==> config.mk <==
export PLATFORM = sky130hd
export DESIGN_NAME = pwr_mode_ctrl
export DESIGN_NICKNAME = d
export VERILOG_FILES = /design/src/rtl/pwr_mode_pkg.sv /design/src/rtl/pwr_mode_latch.sv /design/src/rtl/pwr_fsm.sv /design/src/rtl/pwr_regfile.sv /design/src/rtl/pwr_mode_ctrl.sv
export SDC_FILE = /design/constraint.sdc
export NUM_CORES = 1
export LEC_CHECK = 0
export CAP_MARGIN = 25
export CELL_PAD_IN_SITES_DETAIL_PLACEMENT = 0
export CELL_PAD_IN_SITES_GLOBAL_PLACEMENT = 1
export CORE_MARGIN = 2
export CORE_UTILIZATION = 25
export CTS_BUF_LIST = sky130_fd_sc_hd__clkbuf_4
export DETAILED_ROUTE_END_ITERATION = 7
export DONT_BUFFER_PORTS = 1
export GPL_ROUTABILITY_DRIVEN = 0
export HOLD_SLACK_MARGIN = 0.15
export PLACE_DENSITY = 0.56
export SETUP_SLACK_MARGIN = 0.2
export SLEW_MARGIN = 20
export SYNTH_ARGS = -nofsm -noshare
export SYNTH_HDL_FRONTEND = slang
export SYNTH_HIERARCHICAL = 1
export SYNTH_SLANG_ARGS = --single-unit
==> constraint.sdc <==
create_clock -name clk -period 5.8 [get_ports clk]
set_clock_uncertainty 0.2 [all_clocks]
set_input_delay 1.16 -clock clk [delete_from_list [all_inputs] [get_ports clk]]
set_output_delay 1.16 -clock clk [all_outputs]
set_load 0.02 [all_outputs]
==> src/rtl/pwr_mode_pkg.sv <==
package pwr_mode_pkg;
  typedef enum logic [1:0] {
    PS_INACT = 2'b00,
    PS_DOWN  = 2'b01,
    PS_UP    = 2'b10,
    PS_PART  = 2'b11
  } pwr_state_e;

  localparam int unsigned ADDR_CTRL = 0;
  localparam int unsigned ADDR_DEC  = 1;
  localparam int unsigned ADDR_STAT = 2;
  localparam int unsigned ADDR_SCR0 = 3;

  localparam logic [1:0] MODE_PAIR_A = 2'b00;
  localparam logic [1:0] MODE_PAIR_B = 2'b01;
  localparam logic [1:0] MODE_RSVD   = 2'b10;
endpackage

==> src/rtl/pwr_mode_latch.sv <==
module pwr_mode_latch
  import pwr_mode_pkg::*;
(
  input  logic       clk,
  input  logic       rst_n,
  input  logic       capture,
  input  logic       pin_sen,
  input  logic       pin_sdio,
  input  logic       pin_gp1,
  input  logic       pin_gp3,
  output logic [1:0] mode
);
  logic [1:0] mode_next;

  always_comb begin
    if (pin_sen && !pin_sdio)      mode_next = MODE_PAIR_A;
    else if (pin_gp3 && !pin_gp1)  mode_next = MODE_PAIR_B;
    else                           mode_next = MODE_RSVD;
  end

  always_ff @(posedge clk or negedge rst_n) begin
    if (!rst_n)       mode <= MODE_PAIR_A;
    else if (capture) mode <= mode_next;
  end
endmodule

==> src/rtl/pwr_fsm.sv <==
module pwr_fsm
  import pwr_mode_pkg::*;
#(
  parameter int unsigned PART_CYC = 4
) (
  input  logic       clk,
  input  logic       rst_n,
  input  logic       ctrl_wr,
  input  logic       wr_enable,
  input  logic       wr_disable,
  input  logic       dec_zero,
  input  logic       supply_ok,
  input  logic       stat_rd,
  output pwr_state_e state,
  output logic       err,
  output logic       capture
);
  localparam int unsigned CW = (PART_CYC > 1) ? $clog2(PART_CYC) : 1;
  localparam logic [CW-1:0] CNT_LOAD = CW'(PART_CYC - 1);

  pwr_state_e    state_n;
  logic [CW-1:0] cnt, cnt_n;
  logic          err_set;

  assign capture = (state == PS_INACT);

  always_comb begin
    state_n = state;
    cnt_n   = cnt;
    err_set = 1'b0;
    unique case (state)
      PS_INACT: state_n = PS_DOWN;
      PS_DOWN: begin
        if (ctrl_wr && wr_enable && !wr_disable) begin
          if (supply_ok && dec_zero) state_n = PS_UP;
          else                       err_set = 1'b1;
        end
      end
      PS_UP: begin
        if (ctrl_wr) begin
          if (!wr_enable) state_n = PS_DOWN;
          else if (wr_disable) begin
            state_n = PS_PART;
            cnt_n   = CNT_LOAD;
          end
        end
      end
      PS_PART: begin
        if (cnt == '0) state_n = PS_DOWN;
        else           cnt_n   = cnt - 1'b1;
      end
      default: state_n = PS_DOWN;
    endcase
  end

  always_ff @(posedge clk or negedge rst_n) begin
    if (!rst_n) begin
      state <= PS_INACT;
      cnt   <= '0;
      err   <= 1'b0;
    end else begin
      state <= state_n;
      cnt   <= cnt_n;
      if (err_set)      err <= 1'b1;
      else if (stat_rd) err <= 1'b0;
    end
  end
endmodule

==> src/rtl/pwr_regfile.sv <==
module pwr_regfile
  import pwr_mode_pkg::*;
#(
  parameter int unsigned DW    = 16,
  parameter int unsigned AW    = 2,
  parameter int unsigned DEC_W = 4
) (
  input  logic          clk,
  input  logic          rst_n,
  input  logic          wr_en,
  input  logic [AW-1:0] addr,
  input  logic [DW-1:0] wdata,
  input  pwr_state_e    state,
  input  logic [1:0]    mode,
  input  logic          err,
  output logic          dec_zero,
  output logic [DW-1:0] rdata
);
  localparam int unsigned NREG = 1 << AW;
  localparam int unsigned NSCR = NREG - ADDR_SCR0;

  logic [DW-1:2] ctrl_hi;
  logic [DW-1:0] dec_q;
  logic [DW-1:0] scr_q [NSCR];
  logic          en_rb, dis_rb;

  always_ff @(posedge clk or negedge rst_n) begin
    if (!rst_n) begin
      ctrl_hi <= '0;
      dec_q   <= '0;
    end else if (wr_en) begin
      if (addr == AW'(ADDR_CTRL)) ctrl_hi <= wdata[DW-1:2];
      if (addr == AW'(ADDR_DEC))  dec_q   <= wdata;
    end
  end

  for (genvar g = 0; g < NSCR; g++) begin : g_scr
    always_ff @(posedge clk or negedge rst_n) begin
      if (!rst_n) scr_q[g] <= '0;
      else if (wr_en && addr == AW'(ADDR_SCR0 + g)) scr_q[g] <= wdata;
    end
  end

  assign dec_zero = (dec_q[DEC_W-1:0] == '0);

  always_comb begin
    en_rb  = (state == PS_UP);
    dis_rb = (state == PS_PART);
  end

  always_comb begin
    rdata = '0;
    if (addr == AW'(ADDR_CTRL))      rdata = {ctrl_hi, dis_rb, en_rb};
    else if (addr == AW'(ADDR_DEC))  rdata = dec_q;
    else if (addr == AW'(ADDR_STAT)) rdata[4:0] = {state, err, mode};
    else begin
      for (int i = 0; i < NSCR; i++)
        if (addr == AW'(ADDR_SCR0 + i)) rdata = scr_q[i];
    end
  end
endmodule

==> src/rtl/pwr_mode_ctrl.sv <==
module pwr_mode_ctrl
  import pwr_mode_pkg::*;
#(
  parameter int unsigned DW       = 16,
  parameter int unsigned AW       = 2,
  parameter int unsigned DEC_W    = 4,
  parameter int unsigned PART_CYC = 4
) (
  input  logic          clk,
  input  logic          rst_n,
  input  logic          pin_sen,
  input  logic          pin_sdio,
  input  logic          pin_gp1,
  input  logic          pin_gp3,
  input  logic          supply_ok,
  input  logic          req_valid,
  output logic          req_ready,
  input  logic          req_write,
  input  logic [AW-1:0] req_addr,
  input  logic [DW-1:0] req_wdata,
  output logic          rsp_valid,
  input  logic          rsp_ready,
  output logic [DW-1:0] rsp_data,
  output logic [1:0]    bus_mode,
  output logic          bus_en,
  output logic          core_en,
  output logic [1:0]    pwr_state
);
  pwr_state_e    state;
  logic          err, capture, dec_zero;
  logic          acc, wr_ok, ctrl_wr, stat_rd;
  logic [DW-1:0] rdata;

  assign bus_en    = (state != PS_INACT);
  assign core_en   = (state == PS_UP);
  assign pwr_state = state;
  assign req_ready = bus_en && !rsp_valid;
  assign acc       = req_valid && req_ready;
  assign wr_ok     = acc && req_write && (state != PS_PART);
  assign ctrl_wr   = wr_ok && (req_addr == AW'(ADDR_CTRL));
  assign stat_rd   = acc && !req_write && (req_addr == AW'(ADDR_STAT));

  pwr_mode_latch u_latch (
    .clk(clk), .rst_n(rst_n), .capture(capture),
    .pin_sen(pin_sen), .pin_sdio(pin_sdio), .pin_gp1(pin_gp1), .pin_gp3(pin_gp3),
    .mode(bus_mode)
  );

  pwr_fsm #(.PART_CYC(PART_CYC)) u_fsm (
    .clk(clk), .rst_n(rst_n), .ctrl_wr(ctrl_wr),
    .wr_enable(req_wdata[0]), .wr_disable(req_wdata[1]),
    .dec_zero(dec_zero), .supply_ok(supply_ok), .stat_rd(stat_rd),
    .state(state), .err(err), .capture(capture)
  );

  pwr_regfile #(.DW(DW), .AW(AW), .DEC_W(DEC_W)) u_regs (
    .clk(clk), .rst_n(rst_n), .wr_en(wr_ok), .addr(req_addr), .wdata(req_wdata),
    .state(state), .mode(bus_mode), .err(err), .dec_zero(dec_zero), .rdata(rdata)
  );

  always_ff @(posedge clk or negedge rst_n) begin
    if (!rst_n) begin
      rsp_valid <= 1'b0;
      rsp_data  <= '0;
    end else if (acc && !req_write) begin
      rsp_valid <= 1'b1;
      rsp_data  <= rdata;
    end else if (rsp_ready) begin
      rsp_valid <= 1'b0;
    end
  end
endmodule

Yosys cells after proc, flatten, opt, wreduce, memory -nomap -nowiden:

Index checks and enable logic that the tools add are counted.
W data, S select, Z words.

* register bits after elaboration: 70
* input port bits: 28
* output and inout port bits: 24
* logic and storage cells: 80

* add/subtract/negate cells: 1
* equal/unequal tests: 15
* multiplexer cells: 25
* reductions and logical operators: 30

Operators by type and width (count)
* $mux W16: 3
* $mux W2: 11
* $logic_and A1 B1 Y1: 13
* $mux W11: 1
* $ne A2 B2 Y1 const B: 5
* $reduce_and A5 Y1: 2
* $eq A2 B2 Y1 const B: 4
* $pmux W2 S4: 1
* $reduce_bool A2 Y1: 4
* $mux W1: 7
* $logic_not A2 Y1: 3
* $ne A2 B1 Y1 const B: 3
* $logic_not A1 Y1: 5
* $mux W5: 1
* $eq A2 B1 Y1 const B: 2
* $logic_not A4 Y1: 1
* $pmux W2 S2: 1
* $reduce_and A2 Y1: 2
* $ne A3 B3 Y1 const B: 1
* $sub A2 B1 Y2 const B: 1

Longest topological paths before layout:

* depth in word-level cells: 11
* depth in mapped cells: 7

Cells and area by module:

Netlist, hierarchy kept.

Modules (own cells, without submodules)
* pwr_regfile: instances 1, cells each 139, area an instance 2142.1 um^2, seq. area each 1151.1 um^2
* pwr_mode_ctrl: instances 1, cells each 46, area an instance 740.7 um^2, seq. area each 425.4 um^2
* pwr_fsm: instances 1, cells each 40, area an instance 385.4 um^2, seq. area each 125.1 um^2
* pwr_mode_latch: instances 1, cells each 9, area an instance 105.1 um^2, seq. area each 50.0 um^2

Worst setup path after synthesis:

Ideal clock, no wire load.

* path type: input-to-reg
* from: in req_write
* to: reg u_fsm.cnt[0]
* library setup time: 126 ps
* data arrival time: 2475 ps
* slack: 2999 ps
* stages on the path: 5
* cells stage by stage: and4_1 nor3b_1 nand3_2 mux2_4 o32a_1

* longest elaborated chain between the ends: 5

Ends and longest elaborated chain
* from (decl): line pwr_mode_ctrl.sv:18 `input logic req_write,`
* $logic_and A1 B1 Y1 (2 in series): line pwr_mode_ctrl.sv:39 `assign wr_ok = acc && req_write && (state != PS_PART);`
* $logic_and A1 B1 Y1: line pwr_mode_ctrl.sv:40 `assign ctrl_wr = wr_ok && (req_addr == AW'(ADDR_CTRL));`
* via ctrl_wr: line pwr_mode_ctrl.sv:31 `logic acc, wr_ok, ctrl_wr, stat_rd;`
* $ne A2 B1 Y1 (no line)
* $reduce_and A5 Y1 (no line)
* to (signal assigned): line pwr_fsm.sv:63 `cnt <= cnt_n;`
* to (decl): line pwr_fsm.sv:22 `logic [CW-1:0] cnt, cnt_n;`

The timed path passes the listed nets, and every way through them passes these cells.
A chain may end at the register's enable or synchronous reset.

Final worst setup path:

* from: reg u_fsm.state[0]
* to: out req_ready

* longest elaborated chain between the ends: 2

Ends and longest elaborated chain
* from (decl): line pwr_fsm.sv:14 `output pwr_state_e state,`
* from (signal assigned): line pwr_fsm.sv:62 `state <= state_n;`
* $reduce_bool A2 Y1: line pwr_mode_ctrl.sv:34 `assign bus_en = (state != PS_INACT);`
* $logic_and A1 B1 Y1: line pwr_mode_ctrl.sv:37 `assign req_ready = bus_en && !rsp_valid;`
* to (decl): line pwr_mode_ctrl.sv:17 `output logic req_ready,`

Every way passes these cells.

==> impl_metrics.py <==
metrics = {
    "clock_network": {
        "clk_pin_slew_ns": 0.11,
        "cts-resized-gates": 0,
        "hold_buffers": 0,
        "postCtsSetupBuffers": 0,
        "cts_sinks": 70,
        "cts_max_path_buffers": 2,
        "cts_buffers": 9,
        "clk_latency_ns": 0.42,
        "ctsRootBufferMaster": "clkbuf_4",
        "htree_levels": 3,
        "cts_tree": "done",
    },
    "die": {
        "die_w_um": 120,
        "start_util_pct": 25.6,
        "die_h_um": 120,
        "boundaryPins": 52,
        "core_area_mm2": 0.0132,
        "dieArea_mm2": 0.0144,
        "placementRows": 42,
    },
    "power_and_ir_drop": {
        "finalPower_mw": 1.79,
        "pwr_density_cell_mw_per_mm2": 492,
        "ir_drop_uv": 96.4,
        "power_leakage_nw": 1.63,
    },
    "synth": {
        "avgSynthCellArea_um2": 14.4,
        "syn_inst": 234,
        "yosys_warnings": 6,
        "ys_seq_area_share_pct": 51.9,
        "synth_cell_types": 42,
        "async_flop_share_pct": 100,
        "synth_area_mm2": 0.00337,
        "synth-edff-count": 0,
        "synth-seq-cells": 70,
        "synth_ff_type": "dfrtp_1",
        "syn-num-nets": 269,
    },
    "global_routing": {
        "antenna_found_initial": 0,
        "grt_pass1_vias": 2008,
        "grt_max_degree": 71,
        "grt-ovfl-total": 0,
        "grt_first_pass_wirelength_mm": 11.5,
        "grtUsageTotal_pct": 10.5,
    },
    "place": {
        "place_hpwl_mm": 4.56,
        "io_buffers": 0,
        "dpl_worst_slack_ns": 2.81,
    },
    "sta": {
        "hold_violations": 0,
        "min_period_ns": 3.01,
        "tns_ns": 0,
        "rsz0062_at_grt": "false",
        "fin_crit_sh_pct": 51.8,
        "timing.hold.ws_ns": 0.221,
        "timing.final.ws_setup_ns": 2.79,
        "drv_slew": 0,
        "max-slew-margin-rel_pct": 46.4,
        "finalSetupViolCount": 0,
        "tightest_slew_ns": 0.803,
        "max_freq_mhz": 333,
    },
    "worst_setup_path": {
        "critPathLaunchType": "register",
        "reg2reg_from": "u_fsm/state[0]$_DFFE_PN0P_",
        "crit_arrival_ns": 1.65,
        "cp_cell_sequence": "nor2_1 > nor2_1",
        "critPathSlowestCell": "dfrtp_1",
        "timing.rr.end": "u_regs/ctrl_hi[15]$_DFFE_PN0P_",
        "crit_type": "reg2out",
        "crit_path_frequent_cell": "nor2_1",
        "slowest_delay_ns": 0.75,
        "required_ns": 4.44,
        "r2r_slack_ns": 3.05,
        "end_kind": "primary output",
        "reg2reg_depth": 4,
        "crit_fanout": 12,
    },
    "drt": {
        "drt_iter0_markers": 68,
        "drtPass1Iterations": 4,
        "wl_mm": 6.97,
        "vias": 1865,
        "ant_nets": 0,
        "drc_errors": 0,
        "wire_per_inst_um": 16.8,
        "viasPerCell": 4.49,
    },
    "finish": {
        "antennaDiodeCount": 0,
        "final_nets": 269,
        "drive_gt1_share_pct": 36.4,
        "syn_to_final_growth_pct": 7.97,
    },
    "worst_hold_path": {
        "worstHoldPathType": "in2async",
    },
    "status": {
        "status": "completed",
    },
    "job": {
        "drv_cap": 0,
    },
}
-- cells in the final DEF, fill, tap and decap left out, types with 3 or more instances in the layout --
cell type  Yosys  routed
a22oi_1        3       3
clkbuf_4       0       9
dfrtp_1       70      70
ha_1           7       7
inv_1         10      10
mux2_2        54      54
mux2_4         9       9
mux2i_1       15      15
mux4_2         3       3
nand2_1        5       5
nor2_1         4       4
nor2b_1        3       3
o2bb2ai_1     11      11
-- registers in the layout, indices dropped and copies added, names as in the netlist --
signal / count
rsp_data: 16
u_regs/ctrl_hi: 14
u_regs/scr_q: 16
u_fsm/cnt: 2
rsp_valid: 1
u_regs/dec_q: 16
u_fsm/state: 2
u_latch/mode: 2
u_fsm/err: 1
-- power breakdown --
group,internal [mW],switching (mW),leakage (nW)
sequential,0.719,0.236,0.866
clock,0.172,0.176,0.0810
combinational,0.306,0.184,0.686
total,1.20,0.596,1.63
-- area by class of cell --
class                      count  area [µm²]
inverter                      10        37.5
multi-input combinational    143        1480
fill                        1336        9550
tap                          176         220
sequential                    70        1750
clock buffer                   9        67.6
clock inverter                 7        88.8
-- synth_stat cells, types with 2 or more instances --
master,instances,area share (%)
nor3b_1,2,0.44
mux2i_1,15,4.5
nand2_1,5,0.56
a21oi_1,2,0.30
dfrtp_1,70,52
buf_6,5,1.7
ha_1,7,2.6
o2bb2ai_1,11,2.9
nor2_1,4,0.44
mux2_2,54,18
nand3b_1,2,0.44
buf_4,3,0.67
nand3_2,2,0.59
a22oi_1,3,0.67
nor2b_1,3,0.56
mux2_4,9,4.0
mux4_2,3,2.0
inv_1,10,1.1
-- layer usage --
metal	up-vias	wire length [µm]	part of all wire [%]	GRT usage, %
met5	-	0	0	0
met4	0	187	2.7	6.40
met3	14	526	7.5	3.66
met2	32	3230	46	16.1
met1	963	3030	43	12.7
li1	856	-	-	-
-- critical path: cells and delay by family, from the launching register on --
kind | cells | cell delay (ns)
flip-flops | 1 | 0.75
AND/OR/NAND/NOR | 2 | 0.47
-- cell families (layout without fill, tap and decap cells) --
family / after synthesis / in the layout / synth area share [%]
buf+inv: 21 / 26 / 4.30
compound gates: 26 / 26 / 6.12
flops: 70 / 70 / 51.9
fa+ha+maj: 7 / 7 / 2.60
xor+xnor: 1 / 1 / 0.260
simple gates: 28 / 28 / 6.31
mux: 81 / 81 / 28.5
-- worst max-delay path by stage --
stage,startpoint,end,slack (ns),cells after the start
finish,u_fsm/state[0]$_DFFE_PN0P_,req_ready,2.79,2
global route,u_fsm/state[0]$_DFFE_PN0P_,req_ready,2.68,2
CTS,u_fsm/state[0]$_DFFE_PN0P_,req_ready,2.73,2
detailed placement,req_write,u_regs/ctrl_hi[12]$_DFFE_PN0P_,2.81,3
global placement,req_write,u_regs/ctrl_hi[8]$_DFFE_PN0P_,2.85,3
floorplan,req_write,u_fsm/cnt[0]$_DFFE_PN0P_,3.00,5
-- metrics by stage --
stage | instance area [µm²] | util [%] | std cells
after floorplan | 3370 | - | 234
after global placement | 3490 | 26.4 | 399
after detailed placement | 3490 | 26.4 | 399
after CTS | 3640 | 27.6 | 415
after global routing | 3640 | 27.6 | 415
final | 3640 | 27.6 | 415
Note: power is estimated with default switching activity, not from simulation.
